## src/rtl/pw_regmap_ctrl.sv

```systemverilog
module pw_regmap_ctrl #(
  parameter int BUSY_CYCLES = 64
) (
  input  logic       clk,
  input  logic       rst_n,
  input  logic       evt_level,
  input  logic       ev_start,
  input  logic       ev_rstart,
  input  logic       ev_stop,
  input  logic       ev_devaddr,
  input  logic       dev_rd,
  input  logic       ev_wbyte,
  input  logic       ev_rbyte,
  input  logic [7:0] bus_byte,
  input  logic [7:0] status_in,
  output logic [7:0] rd_byte,
  output logic       busy,
  output logic       clr_alarm,
  output logic [7:0] cfg_q
);
  localparam int BW = $clog2(BUSY_CYCLES + 1);
  localparam int MLO = 8;
  localparam int MHI = 47;
  localparam logic [7:0] CFG_ADDR = 8'h16;

  function automatic logic is_prot(input logic [7:0] a);
    return (a >= 8'h08 && a <= 8'h0D) || (a >= 8'h10 && a <= 8'h16) ||
           (a >= 8'h20 && a <= 8'h2F);
  endfunction

  logic [7:0]    ptr;
  logic [4:0]    row;
  logic          wr_active, need_ptr;
  logic [7:0]    bmask;
  logic [7:0]    bdat [8];
  logic [31:0]   pwe_q, pwv_q;
  logic [BW-1:0] busy_cnt;
  logic [7:0]    mem [MLO:MHI];
  logic [MHI:MLO] wen;

  assign busy  = (busy_cnt != '0);
  assign cfg_q = mem[CFG_ADDR[5:0]];

  wire unlocked = (pwe_q == pwv_q);
  wire commit   = ev_stop && wr_active && !evt_level;
  wire pwe_full = (row == 5'd0) && (&bmask[5:2]);
  wire pwv_full = (row == 5'd3) && (&bmask[5:2]);
  wire pwe_wr   = commit && pwe_full;
  wire pwv_wr   = commit && unlocked && pwv_full;
  wire clr_hit  = commit && (row == 5'd0) && bmask[0] && bdat[0][0];

  always_comb begin
    for (int j = MLO; j <= MHI; j++) begin
      wen[j] = commit && unlocked && is_prot(8'(j)) && (row == 5'(j >> 3)) && bmask[j % 8];
    end
  end

  wire nv_hit = (|wen) || pwv_wr;

  always_comb begin
    if (ptr == 8'h01) rd_byte = status_in;
    else if (ptr == 8'h00 || (ptr >= 8'h02 && ptr <= 8'h05) ||
             (ptr >= 8'h1A && ptr <= 8'h1D)) rd_byte = 8'h00;
    else if (is_prot(ptr)) rd_byte = mem[ptr[5:0]];
    else rd_byte = 8'hFF;
  end

  always_ff @(posedge clk) begin
    if (ev_wbyte && wr_active && !need_ptr && !evt_level) bdat[ptr[2:0]] <= bus_byte;
  end

  always_ff @(posedge clk or negedge rst_n) begin
    if (!rst_n) begin
      ptr       <= '0;
      row       <= '0;
      wr_active <= 1'b0;
      need_ptr  <= 1'b0;
      bmask     <= '0;
      pwe_q     <= '1;
      pwv_q     <= '1;
      busy_cnt  <= '0;
      clr_alarm <= 1'b0;
      for (int j = MLO; j <= MHI; j++) mem[j] <= '0;
    end else begin
      clr_alarm <= clr_hit;
      if (nv_hit) busy_cnt <= BW'(BUSY_CYCLES);
      else if (busy) busy_cnt <= busy_cnt - 1'b1;
      if (pwe_wr) pwe_q <= {bdat[5], bdat[4], bdat[3], bdat[2]};
      if (pwv_wr) pwv_q <= {bdat[5], bdat[4], bdat[3], bdat[2]};
      for (int j = MLO; j <= MHI; j++) begin
        if (wen[j]) mem[j] <= bdat[j % 8];
      end
      if (ev_start || ev_rstart || ev_stop) begin
        wr_active <= 1'b0;
        bmask     <= '0;
      end else if (ev_devaddr && !busy) begin
        wr_active <= !dev_rd;
        need_ptr  <= !dev_rd;
        bmask     <= '0;
      end else if (ev_wbyte && wr_active) begin
        if (need_ptr) begin
          ptr      <= bus_byte;
          row      <= bus_byte[7:3];
          need_ptr <= 1'b0;
        end else begin
          if (!evt_level) bmask[ptr[2:0]] <= 1'b1;
          ptr <= {ptr[7:3], ptr[2:0] + 3'd1};
        end
      end else if (ev_rbyte) begin
        ptr <= ptr + 8'd1;
      end
    end
  end

  a_r6_locked_cfg_stable: assert property (@(posedge clk) disable iff (!rst_n)
    (pwe_q != pwv_q) |=> $stable(cfg_q));
  a_r9_evt_blocks_cfg: assert property (@(posedge clk) disable iff (!rst_n)
    evt_level |=> $stable(cfg_q));
  a_r9_evt_no_busy: assert property (@(posedge clk) disable iff (!rst_n)
    (ev_stop && evt_level && !busy) |=> !busy);
  a_r5_rstart_no_busy: assert property (@(posedge clk) disable iff (!rst_n)
    (ev_rstart && !busy) |=> !busy);
  a_r10_countdown: assert property (@(posedge clk) disable iff (!rst_n)
    busy |=> (busy_cnt == $past(busy_cnt) - 1'b1));
  a_r11_clr_after_stop: assert property (@(posedge clk) disable iff (!rst_n)
    $rose(clr_alarm) |-> $past(ev_stop));
  a_r8_key_at_stop: assert property (@(posedge clk) disable iff (!rst_n)
    !$stable(pwv_q) |-> $past(ev_stop));
endmodule

```

## config.mk

```make
export PLATFORM = sky130hd
export DESIGN_NAME = pw_regmap_ctrl
export DESIGN_NICKNAME = d
export VERILOG_FILES = /design/src/rtl/pw_regmap_ctrl.sv
export SDC_FILE = /design/constraint.sdc
export NUM_CORES = 1
export LEC_CHECK = 0
export CAP_MARGIN = 20
export CORE_MARGIN = 3
export CORE_UTILIZATION = 40
export CTS_CLUSTER_SIZE = 25
export DETAILED_ROUTE_END_ITERATION = 6
export GPL_TIMING_DRIVEN = 1
export PLACE_DENSITY_LB_ADDON = 0.15
export REMOVE_ABC_BUFFERS = 1
export SETUP_SLACK_MARGIN = 0.4
export SYNTH_ARGS = -nofsm -noshare
export SYNTH_HDL_FRONTEND = slang
export SYNTH_SLANG_ARGS = --single-unit
```

## constraint.sdc

```tcl
create_clock -name clk -period 5.01 [get_ports clk]
set_input_delay 1.002 -clock clk [delete_from_list [all_inputs] [get_ports clk]]
set_output_delay 1.002 -clock clk [all_outputs]
set_load 0.03 [all_outputs]
```

==> run summary <==
Max-cap violations - 0
die area - 47480 µm²
most frequent cell after synthesis - mux2_2
Pwr Density - 404.6 nW/µm²
gr ovfl total - 0
R2R setup slack - 1.45 ns
Reg2Reg Depth - 6
Worst Tran Pin Value - 1.073 ns
CORE AREA - 44320 µm²
TritonCTS clock tree - built
worst reg2reg startpoint - pwv_q[26]
Buf/Inv on CP - 2
Gate Count Post-Synth - 1254
CP Launch Point - ptr[0]
Ant. Diodes - 0
Tmin final - 4.492 ns
EDFF count, synth - 64
crit start category - flip-flop
area leader, netlist - dfrtp_1
unrepaired setup endpoints after global routing - false
IO buf count - 43
Syn Area/Cell - 14.32 µm²
M1 GR Usage - 0.3674
Die X - 217.9 µm
Unique masters post-synth - 63
critical path depth - 8
Tot GR Track Use - 0.2552
initial antenna violation count - 2
CP Capture Point - rd_byte[3]
largest net degree at the start of global routing - 112
clk_lat worst skew - 0.58 ns
placer congestion estimate - 1.024
critical path arrival - 3.49 ns
global-route wire length before repair - 86750 µm
Final Hold Fails - 0
Worst Setup End Kind - output pin
post-cts resize count - 0
sequential share of the synthesized area - 0.5671
Initial Util - 0.4053
Post-Syn Area - 17960 µm²
grt met3 use - 0.06368
max incr delay on CP - 0.71 ns
total power draw - 8375 µW
fin. max-slew vios - 0
DR iter-0 viols - 1211
vias in the first global route - 11680
Synth top cells by count - 334 x mux2_2, 263 x dfrtp_1, 64 x dfstp_2, 64 x edfxtp_1, 42 x nand2_1
antenna-violating nets left - 0
ys flop type - dfrtp_1
Num Clock Sinks - 391
VDD IR max - 0.2718 mV
clock root cell - clkbuf_16
via count - 11630
H-tree levels - 2
Worst EP required - 4.01 ns
worst-path cell chain - inv_1, ha_1, nor3b_1, o21bai_1, a21oi_1, a221oi_1, o221ai_1, buf_12
ys async rst share - 0.8363
share of cells above drive strength 1 - 0.4182
clk_skew - 0.02134 ns
LEAKAGE - 0.008934 µW
Critical Path Fanout Max - 23
DRC Markers - 0
outcome - completed
WL final - 60170 µm
worst rel slew slack - 0.2823
fin nets - 1348
CTS buffer count - 43
Post-CTS Hold Fix Bufs - 0
Critical R2R Capture - mem[236]
critical path's top delay family - compound AO/OA/AOI/OAI gates
vias per cell - 5.988
WL per Instance - 30.97 µm
Clock transition at path regs - 0.06 ns
I/O pins - 44
Hold Path Class - primary input to asynchronous set/reset pin
Peak Freq - 0.2226 GHz
kind of critical path - flip-flop to output pin
synth warn - 0
final setup fails - 0
drt first pass iters - 6
DP HPWL - 43670 µm
#FFs+latches synth - 391
share of the synthesized area in the top cell type - 0.3664
placement row count - 77
worst hold slack - 0.4633 ns
Layout area overhead - 15.25%
top post-synthesis cells by area - dfrtp_1 37%, mux2_2 21%, edfxtp_1 11%, dfstp_2 9.4%, nor4_4 3.4%
Die Y - 217.9 µm
GR met2 Demand/Resource - 0.3868
most crowded layer after global routing - met2
period utilisation layout - 0.8966
Bufs on Longest Clock Path - 3
setup TNS - 0 ns
slowest CP cell - dfrtp_4
==> where the power goes <==
part | leakage (µW) | internal [µW] | total (µW) | switching [µW]
logic | 0.00338 | 738 | 1950 | 1210
registers | 0.00488 | 3250 | 3320 | 70.1
clock network | 0.000676 | 1820 | 3100 | 1290
==> registers in the layout, indices dropped and copies added (netlist names), 7 cells and up <==
register and flops:
pwv_q 32, busy_cnt 7, cfg_q 8, bdat 64, ptr 8, mem 224, bmask 8, pwe_q 32
==> what timing repair did <==
action | 4_1_cts | 5_1_grt
endpoints found under the hold margin | 0 | 0
buffers inserted | 1 | 0
setup endpoints to repair | 1 | 0
==> through the flow <==
step | setup slack [ns] | instances | utilization | instance area, µm²
2_1_floorplan | -0.4878 | 1184 | - | 17630
3_3_place_gp | 0.9998 | 1863 | 0.4355 | 19300
3_5_place_dp | 1.005 | 1863 | 0.4355 | 19300
4_1_cts | 0.5685 | 1943 | 0.4671 | 20700
5_1_grt | 0.4435 | 1943 | 0.4671 | 20700
6_report | 0.5180 | 1943 | 0.4671 | 20700
==> final cells by class <==
cell class,instances,area [µm²]
clock buffers,68,1290
clock inverters,11,90.09
repair buffers,88,903.4
inverters,10,37.54
multi-input cells,783,7447
well taps,592,740.7
flip-flops and latches,391,10190
fillers,3946,23620
==> metal layers <==
metal | up-vias | share of wire
met2 | 460 | 0.45
met3 | 103 | 0.080
li1 | 4903 | -
met4 | 2 | 0.028
met1 | 6166 | 0.44
met5 | - | 0.00022
==> placed cells by master, fill, tap and decap left out, types with 25 or more instances in the layout <==
cell type          n
clkdlybuf4s50_1   34
a21oi_1           25
dfrtp_1          261
nand2_1           42
dfstp_2           64
nor4_4            29
edfxtp_1          64
a221oi_1          27
xor2_1            31
clkbuf_16         43
mux2_2           334
buf_4             41
==> cells by family after synthesis <==
logic type / count (synthesis) / synth area share
AO/OA/AOI/OAI: 179 / 0.07468
XOR/XNOR: 35 / 0.01707
adder cells (fa/ha/maj): 5 / 0.003483
buffers and inverters: 80 / 0.02027
flip-flops: 391 / 0.5671
multiplexers: 363 / 0.2326
AND/OR/NAND/NOR: 201 / 0.08478
==> worst min path at each step <==
stage                from  endpoint  slack, ns
4_1_cts           mem[82]   mem[82]       0.51
6_report            rst_n  mem[318]       0.46
3_3_place_gp     mem[212]  mem[212]       0.48
2_1_floorplan    mem[316]  mem[316]       0.47
3_5_place_dp   bdat[7][4]    mem[4]       0.49
5_1_grt        bdat[7][5]    mem[5]       0.52
(Power assumes the default switching activity.)
